===== src/rtl/cmd_ring_pkg.sv =====
package cmd_ring_pkg;

    localparam int REG_AW     = 8;
    localparam int REG_DW     = 32;
    localparam int WORD_BYTES = 4;

    localparam logic [REG_AW-1:0] OFS_CTRL = 8'h00;
    localparam logic [REG_AW-1:0] OFS_STAT = 8'h04;
    localparam logic [REG_AW-1:0] OFS_BASE = 8'h08;
    localparam logic [REG_AW-1:0] OFS_LEN  = 8'h0C;
    localparam logic [REG_AW-1:0] OFS_TAIL = 8'h10;
    localparam logic [REG_AW-1:0] OFS_HEAD = 8'h14;
    localparam logic [REG_AW-1:0] OFS_IEN  = 8'h18;

    localparam int BIT_STOP  = 4;
    localparam int BIT_ABORT = 6;

    localparam int STAT_W     = 6;
    localparam int ST_BAD_INS = 1;
    localparam int ST_BAD_OP  = 3;
    localparam int ST_BAD_FMT = 4;
    localparam int ST_EOE     = 5;
    localparam logic [STAT_W-1:0] STAT_MASK = 6'b111010;

    typedef enum logic [2:0] {
        FS_IDLE,
        FS_REQ,
        FS_WAIT,
        FS_HOLD,
        FS_DRAIN
    } fetch_state_e;

endpackage


===== src/rtl/ring_ctrl_regs.sv =====
module ring_ctrl_regs
    import cmd_ring_pkg::*;
#(
    parameter int ADDR_W     = 32,
    parameter int BASE_ALIGN = 8
) (
    input  logic              clk,
    input  logic              rst_n,
    input  logic              reg_we,
    input  logic [REG_AW-1:0] reg_addr,
    input  logic [REG_DW-1:0] reg_wdata,
    output logic [REG_DW-1:0] reg_rdata,
    input  logic [ADDR_W-1:0] head,
    input  logic [STAT_W-1:0] stat,
    input  logic [STAT_W-1:0] ien,
    output logic              stop,
    output logic              abort,
    output logic              base_load,
    output logic [ADDR_W-1:0] base_val,
    output logic [ADDR_W-1:0] base,
    output logic [ADDR_W-1:0] len,
    output logic [ADDR_W-1:0] tail
);

    localparam logic [ADDR_W-1:0] BASE_MASK = ~((ADDR_W'(1) << BASE_ALIGN) - ADDR_W'(1));
    localparam logic [ADDR_W-1:0] WORD_MASK = ~ADDR_W'(WORD_BYTES - 1);

    typedef struct packed {
        logic              stop;
        logic [ADDR_W-1:0] base;
        logic [ADDR_W-1:0] len;
        logic [ADDR_W-1:0] tail;
    } regs_t;

    regs_t r_d, r_q;
    logic  wr_ctrl, wr_base, wr_len, wr_tail;

    always_comb begin
        wr_ctrl  = reg_we && (reg_addr == OFS_CTRL);
        wr_base  = reg_we && (reg_addr == OFS_BASE);
        wr_len   = reg_we && (reg_addr == OFS_LEN);
        wr_tail  = reg_we && (reg_addr == OFS_TAIL);
        abort    = wr_ctrl && reg_wdata[BIT_ABORT];
        base_val = reg_wdata[ADDR_W-1:0] & BASE_MASK;
        base_load = wr_base;

        r_d = r_q;
        if (wr_ctrl) r_d.stop = reg_wdata[BIT_STOP] | reg_wdata[BIT_ABORT];
        if (wr_base) r_d.base = base_val;
        if (wr_len)  r_d.len  = reg_wdata[ADDR_W-1:0] & WORD_MASK;
        if (wr_tail) r_d.tail = reg_wdata[ADDR_W-1:0] & WORD_MASK;
    end

    always_ff @(posedge clk or negedge rst_n) begin
        if (!rst_n) begin
            r_q.stop <= 1'b1;
            r_q.base <= '0;
            r_q.len  <= '0;
            r_q.tail <= '0;
        end else begin
            r_q <= r_d;
        end
    end

    always_comb begin
        reg_rdata = '0;
        unique case (reg_addr)
            OFS_CTRL: reg_rdata[BIT_STOP] = r_q.stop;
            OFS_STAT: reg_rdata = REG_DW'(stat);
            OFS_BASE: reg_rdata = REG_DW'(r_q.base);
            OFS_LEN:  reg_rdata = REG_DW'(r_q.len);
            OFS_TAIL: reg_rdata = REG_DW'(r_q.tail);
            OFS_HEAD: reg_rdata = REG_DW'(head);
            OFS_IEN:  reg_rdata = REG_DW'(ien);
            default:  reg_rdata = '0;
        endcase
    end

    assign stop = r_q.stop;
    assign base = r_q.base;
    assign len  = r_q.len;
    assign tail = r_q.tail;

endmodule


===== src/rtl/ring_fetch_engine.sv =====
module ring_fetch_engine
    import cmd_ring_pkg::*;
#(
    parameter int ADDR_W = 32,
    parameter int DATA_W = 32
) (
    input  logic              clk,
    input  logic              rst_n,
    input  logic              stop,
    input  logic              abort,
    input  logic              base_load,
    input  logic [ADDR_W-1:0] base_val,
    input  logic [ADDR_W-1:0] base,
    input  logic [ADDR_W-1:0] len,
    input  logic [ADDR_W-1:0] tail,
    output logic [ADDR_W-1:0] head,
    output logic              eoe_pulse,
    output logic              mem_req_valid,
    input  logic              mem_req_ready,
    output logic [ADDR_W-1:0] mem_req_addr,
    input  logic              mem_rsp_valid,
    input  logic [DATA_W-1:0] mem_rsp_data,
    output logic              ins_valid,
    input  logic              ins_ready,
    output logic [DATA_W-1:0] ins_data
);

    typedef struct packed {
        fetch_state_e      st;
        logic [ADDR_W-1:0] head;
        logic [DATA_W-1:0] word;
    } fetch_t;

    fetch_t            f_d, f_q;
    logic [ADDR_W-1:0] head_inc, ring_end, head_adv;
    logic              can_start;

    always_comb begin
        f_d       = f_q;
        eoe_pulse = 1'b0;
        head_inc  = f_q.head + ADDR_W'(WORD_BYTES);
        ring_end  = base + len;
        head_adv  = (head_inc == ring_end) ? base : head_inc;
        can_start = !stop && (len != '0) && (f_q.head != tail);

        unique case (f_q.st)
            FS_IDLE:  if (can_start) f_d.st = FS_REQ;
            FS_REQ:   if (mem_req_ready) f_d.st = FS_WAIT;
            FS_WAIT: begin
                if (mem_rsp_valid) begin
                    f_d.st   = FS_HOLD;
                    f_d.word = mem_rsp_data;
                end
            end
            FS_HOLD: begin
                if (ins_ready) begin
                    f_d.st    = FS_IDLE;
                    f_d.head  = head_adv;
                    eoe_pulse = (head_adv == tail);
                end
            end
            FS_DRAIN: if (mem_rsp_valid) f_d.st = FS_IDLE;
            default:  f_d.st = FS_IDLE;
        endcase

        if (abort) begin
            f_d.head  = tail;
            eoe_pulse = 1'b0;
            unique case (f_q.st)
                FS_REQ:   f_d.st = mem_req_ready ? FS_DRAIN : FS_IDLE;
                FS_WAIT:  f_d.st = mem_rsp_valid ? FS_IDLE : FS_DRAIN;
                FS_DRAIN: f_d.st = mem_rsp_valid ? FS_IDLE : FS_DRAIN;
                default:  f_d.st = FS_IDLE;
            endcase
        end else if (base_load) begin
            f_d.head = base_val;
        end
    end

    always_ff @(posedge clk or negedge rst_n) begin
        if (!rst_n) begin
            f_q.st   <= FS_IDLE;
            f_q.head <= '0;
            f_q.word <= '0;
        end else begin
            f_q <= f_d;
        end
    end

    assign head          = f_q.head;
    assign mem_req_valid = (f_q.st == FS_REQ);
    assign mem_req_addr  = f_q.head;
    assign ins_valid     = (f_q.st == FS_HOLD);
    assign ins_data      = f_q.word;

endmodule


===== src/rtl/ring_irq_ctrl.sv =====
module ring_irq_ctrl
    import cmd_ring_pkg::*;
(
    input  logic              clk,
    input  logic              rst_n,
    input  logic              wr_stat,
    input  logic              wr_ien,
    input  logic [STAT_W-1:0] wdata,
    input  logic              ev_bad_ins,
    input  logic              ev_bad_op,
    input  logic              ev_bad_fmt,
    input  logic              ev_eoe,
    output logic [STAT_W-1:0] stat,
    output logic [STAT_W-1:0] ien,
    output logic              irq
);

    typedef struct packed {
        logic [STAT_W-1:0] stat;
        logic [STAT_W-1:0] ien;
    } irq_t;

    irq_t              i_d, i_q;
    logic [STAT_W-1:0] set_vec, clr_vec, stat_next;

    always_comb begin
        set_vec             = '0;
        set_vec[ST_BAD_INS] = ev_bad_ins;
        set_vec[ST_BAD_OP]  = ev_bad_op;
        set_vec[ST_BAD_FMT] = ev_bad_fmt;
        set_vec[ST_EOE]     = ev_eoe;
        clr_vec             = wr_stat ? wdata : '0;
    end

    for (genvar b = 0; b < STAT_W; b++) begin : g_stat_bit
        if (STAT_MASK[b]) begin : g_live
            assign stat_next[b] = (i_q.stat[b] & ~clr_vec[b]) | set_vec[b];
        end else begin : g_tied
            assign stat_next[b] = 1'b0;
        end
    end

    always_comb begin
        i_d      = i_q;
        i_d.stat = stat_next;
        if (wr_ien) i_d.ien = wdata & STAT_MASK;
    end

    always_ff @(posedge clk or negedge rst_n) begin
        if (!rst_n) begin
            i_q <= '0;
        end else begin
            i_q <= i_d;
        end
    end

    assign stat = i_q.stat;
    assign ien  = i_q.ien;
    assign irq  = |(i_q.stat & i_q.ien);

endmodule


===== src/rtl/cmd_ring_fetch.sv =====
module cmd_ring_fetch
    import cmd_ring_pkg::*;
#(
    parameter int ADDR_W     = 32,
    parameter int DATA_W     = 32,
    parameter int BASE_ALIGN = 8
) (
    input  logic              clk,
    input  logic              rst_n,
    input  logic              reg_we,
    input  logic [REG_AW-1:0] reg_addr,
    input  logic [REG_DW-1:0] reg_wdata,
    output logic [REG_DW-1:0] reg_rdata,
    output logic              mem_req_valid,
    input  logic              mem_req_ready,
    output logic [ADDR_W-1:0] mem_req_addr,
    input  logic              mem_rsp_valid,
    input  logic [DATA_W-1:0] mem_rsp_data,
    output logic              ins_valid,
    input  logic              ins_ready,
    output logic [DATA_W-1:0] ins_data,
    input  logic              err_bad_ins,
    input  logic              err_bad_op,
    input  logic              err_bad_fmt,
    output logic              irq
);

    logic              ring_stop, ring_abort, ring_base_load;
    logic [ADDR_W-1:0] ring_base_val, ring_base, ring_len, ring_tail, exec_head;
    logic [STAT_W-1:0] irq_stat, irq_en;
    logic              eoe_pulse, wr_stat, wr_ien;

    assign wr_stat = reg_we && (reg_addr == OFS_STAT);
    assign wr_ien  = reg_we && (reg_addr == OFS_IEN);

    ring_ctrl_regs #(
        .ADDR_W     (ADDR_W),
        .BASE_ALIGN (BASE_ALIGN)
    ) u_regs (
        .clk       (clk),
        .rst_n     (rst_n),
        .reg_we    (reg_we),
        .reg_addr  (reg_addr),
        .reg_wdata (reg_wdata),
        .reg_rdata (reg_rdata),
        .head      (exec_head),
        .stat      (irq_stat),
        .ien       (irq_en),
        .stop      (ring_stop),
        .abort     (ring_abort),
        .base_load (ring_base_load),
        .base_val  (ring_base_val),
        .base      (ring_base),
        .len       (ring_len),
        .tail      (ring_tail)
    );

    ring_fetch_engine #(
        .ADDR_W (ADDR_W),
        .DATA_W (DATA_W)
    ) u_fetch (
        .clk           (clk),
        .rst_n         (rst_n),
        .stop          (ring_stop),
        .abort         (ring_abort),
        .base_load     (ring_base_load),
        .base_val      (ring_base_val),
        .base          (ring_base),
        .len           (ring_len),
        .tail          (ring_tail),
        .head          (exec_head),
        .eoe_pulse     (eoe_pulse),
        .mem_req_valid (mem_req_valid),
        .mem_req_ready (mem_req_ready),
        .mem_req_addr  (mem_req_addr),
        .mem_rsp_valid (mem_rsp_valid),
        .mem_rsp_data  (mem_rsp_data),
        .ins_valid     (ins_valid),
        .ins_ready     (ins_ready),
        .ins_data      (ins_data)
    );

    ring_irq_ctrl u_irq (
        .clk        (clk),
        .rst_n      (rst_n),
        .wr_stat    (wr_stat),
        .wr_ien     (wr_ien),
        .wdata      (reg_wdata[STAT_W-1:0]),
        .ev_bad_ins (err_bad_ins),
        .ev_bad_op  (err_bad_op),
        .ev_bad_fmt (err_bad_fmt),
        .ev_eoe     (eoe_pulse),
        .stat       (irq_stat),
        .ien        (irq_en),
        .irq        (irq)
    );

endmodule


===== config.mk =====
export PLATFORM = sky130hd
export DESIGN_NAME = cmd_ring_fetch
export DESIGN_NICKNAME = d
export VERILOG_FILES = /design/src/rtl/cmd_ring_pkg.sv /design/src/rtl/ring_ctrl_regs.sv /design/src/rtl/ring_fetch_engine.sv /design/src/rtl/ring_irq_ctrl.sv /design/src/rtl/cmd_ring_fetch.sv
export SDC_FILE = /design/constraint.sdc
export NUM_CORES = 1
export LEC_CHECK = 0
export ABC_AREA = 1
export CAP_MARGIN = 20
export CORE_ASPECT_RATIO = 0.7
export CORE_MARGIN = 2
export CORE_UTILIZATION = 50
export CTS_BUF_LIST = sky130_fd_sc_hd__clkbuf_4
export CTS_CLUSTER_DIAMETER = 40
export CTS_CLUSTER_SIZE = 12
export DETAILED_ROUTE_END_ITERATION = 7
export PLACE_DENSITY = 0.75
export SLEW_MARGIN = 20
export SYNTH_ARGS = -nofsm -noshare
export SYNTH_HDL_FRONTEND = slang
export SYNTH_SLANG_ARGS = --single-unit

===== constraint.sdc =====
create_clock -name clk -period 4.91 [get_ports clk]
set_input_delay 0.982 -clock clk [delete_from_list [all_inputs] [get_ports clk]]
set_output_delay 0.982 -clock clk [all_outputs]
set_load 0.005 [all_outputs]

==> metrics.md <==
| Metric | Value |
|---|---|
| Run status | complete, no violations |
| Fin cells | around 2,400 |
| Starting Density | between 50% and 60% |
| Final Max Slew Viols | 0 |
| Post-Route WL | about 47,000 um |
| Rows | 48 |
| CTS Root Cell | clkbuf_4 |
| Top-area cell type share of the netlist area | between 30% and 40% |
| Clk sinks | 160 |
| Final GP Congestion | 1.01 |
| Fillers | around 2,500 |
| Syn_nets | between 2,000 and 2,500 |
| Final net count | between 2,000 and 2,500 |
| Final instance area | about 15,000 um2 |
| Internal power | 3.13 mW |
| Leakage | about 7.6 nW |
| CTS Hold Bufs | 0 |
| WL/cell | 19.2 um |
| CP cell instances | clkdlybuf4s50_1, nor3_1, nand2_1, clkinv_1, buf_12, a221oi_1, o21ai_0, clkdlybuf4s50_1 |
| Cell variety after synth | 47 |
| Worst slew pin tran | slightly below 1000 ps |
| Crit path capture type | output port |
| Worst setup path class | input port to output port |
| Top cells by area, synth | dfrtp_1 31%, nand2_1 21%, inv_1 8.1% |
| Layout cells sized above 1 | 6.20% |
| Syn_area_per_cell | about 6.4 um2 |
| Final setup violating endpoints | 0 |
| Relative slew slack | approximately 35% |
| Period utilization | between 90% and 100% |
| Place WS | about 380 ps |
| Area occupied by multi-input gates | 6970 um2 |
| Post-cts resize count | 0 |
| Number of synthesized flops with an enable pin | 0 |
| Power Density | a little over 400 nW/um2 |
| Final ANT Viol Nets | 0 |
| Cell with the largest stage delay on the worst path | clkdlybuf4s50_1 |
| GRT overflow | 0 |
| Most frequent cells in the layout | 717 x nand2_1, 277 x inv_1, 180 x nand3_1, 177 x clkdlybuf4s50_1, 162 x nor2_1 |
| CTS Buffer Depth | 2 |
| HPWL Detailed | 36,400 um |
| DRC | 0 |
| Number of global-route vias before repair | 12,500 |
| DR vias/cell | ~5.7 |
| Reg area | ~4000 um2 |
| Inst Count DP | roughly 2,400 |
| Crit path launch | reg_addr[3] |
| PortBufs | 178 |
| R2R depth | 28 |
| Worst Skew | around 32 ps |
| Main synth FF type | dfrtp_1 |
| Via Count | ~14,000 |
| Max rail drop VDD | between 0.2 and 0.3 mV |
| TritonCTS clock tree | done |
| Commonest non-fill, non-tap cell in the layout | nand2_1 |
| Flop pwr share | about 33% |
| Clock share of power | 13.6% |
| Final core occ | between 50% and 60% |
| Ports | 180 |
| Switch share | a little under half |
| Die X | about 200 um |
| Critical Path Fanout Max | 15 |
| Max cap viols | 0 |
| Arrival @ worst endpoint | between 3000 and 4000 ps |
| Placed Area | between 10,000 and 15,000 um2 |
| Post-CTS setup repair buffer count | 0 |
| Post-synthesis cell area | 12,800 um2 |
| Core box area | 24,900 um2 |
| Register bit count reported by yosys | 160 |
| CP max stage delay | around 570 ps |
| Fin Setup TNS | 0 ps |
| Logic gate share of total power | between 50% and 60% |
| Die height | between 100 and 150 um |
| Wire length of the first global-routing pass | just over 70,000 um |
| Critical Path RT | approximately 4000 ps |
| H-tree Lvls | 4 |
| Final Hold Viols | 0 |
| Final Power | 5.98 mW |
| Post-synth ARST share | between 90% and 100% |
| Cell accounting for the most synthesized area | dfrtp_1 |
| Die area | about 27,000 um2 |
| Startpoint Class | input port |
| Starting DRT DRC Count | roughly 1,900 |
| Area Growth Syn to Fin | 15.1% |
| Clk slew on worst S/H paths | approximately 150 ps |
| RSZ-0062 raised after global routing | no |
| Yosys synthesis warning count | 0 |
| Max Freq | approximately 220 MHz |
| Antenna violations before repair | 1 |
| Final setup margin | approximately 280 ps |
| Tmin final | 4630 ps |
| Worst hold-check path type | input port to asynchronous set/reset pin |
| CTS Buf Count | 17 |
| Register area share after synthesis | between 30 and 40% |
| Fin Hold WS | 450 ps |
| CP most frequent cell | clkdlybuf4s50_1 |
| Worst R2R Start | u_regs.len[8]$_DFFE_PN0P_ |
| Clock latency on the worst-skew pair | between 600 and 700 ps |
| Switch Pwr | 2.85 mW |
| Cell count after synthesis | approximately 2,000 |
| TritonRoute pass-1 iters | 6 |
| Total track usage | 35.2% |
| Largest net degree at the start of global routing | 96 |
## registers in the layout (all words and copies together) (netlist names)
| name | count |
|---|---|
| u_regs.stop | 1 |
| u_regs.tail | 30 |
| u_irq.stat | 4 |
| u_irq.ien | 4 |
| u_fetch.f_q | 3 |
| u_fetch.head | 32 |
| u_fetch.ins_data | 32 |
| u_regs.base | 24 |
| u_regs.len | 30 |
## synth_stat cells, types with 16 or more instances
library cell and n:
mux2_2 32, nor2_1 165, nand2_1 719, a21oi_1 16
buf_2 18, o21ai_0 102, nand3_1 180, ha_1 24
clkbuf_1 37, dfrtp_1 159, o2111ai_1 23, inv_1 277
nand4_1 26, buf_4 66, a41oi_1 24
## power groups by stage
stage	sequential [mW]	clock [mW]	combinational (mW)
CTS	1.94	0.821	3.15
global route	2.00	0.873	3.55
finish	1.96	0.816	3.20
global placement	1.96	0	3.08
floorplan	1.78	0	2.35
detailed placement	1.97	0	3.13
## final cells by class
class | count | share of cell area, %
Multi-Input combinational cell | 1429 | 47.3
Sequential cell | 160 | 27.2
Timing Repair Buffer | 199 | 13.4
Inverter | 294 | 7.49
Tap cell | 325 | 2.76
Clock inverter | 14 | 0.934
Clock buffer | 18 | 0.917
Antenna cell | 1 | 0.0170
## cells by family after synthesis
family | share of synthesized area, %
multiplexers | 2.81
AND/OR/NAND/NOR | 37.8
AO/OA/AOI/OAI | 9.44
XOR/XNOR | 1.70
flip-flops | 31.3
buffers and inverters | 14.5
adder cells (fa/ha/maj) | 2.50
## worst paths after layout
| check | endpoint | slack (ps) |
|---|---|---|
| max | reg_rdata[8] | 280 |
| min in group clk | u_fetch.ins_data[28]$_DFFE_PN0P_ | 530 |
| min reg2reg | u_fetch.ins_data[28]$_DFFE_PN0P_ | 530 |
| max reg2reg | u_irq.stat[5]$_DFF_PN0_ | 380 |
| max in group asynchronous | u_regs.base[13]$_DFFE_PN0P_ | 3510 |
| min | u_regs.base[22]$_DFFE_PN0P_ | 450 |
## worst max-delay path: cells and delay by family
family,cells,cell delay (ps)
simple gates,2,180
compound gates,2,640
buf+inv,4,1830
## routing by layer
| layer | GRT usage [%] | up-vias | wire [um] |
|---|---|---|---|
| li1 | - | 6515 | - |
| met1 | 53.3 | 6381 | 21200 |
| met2 | 48.3 | 890 | 18200 |
| met3 | 9.65 | 77 | 6240 |
| met4 | 10.5 | 0 | 1210 |
| met5 | 0 | - | 0 |
(Power assumes the default switching activity.)
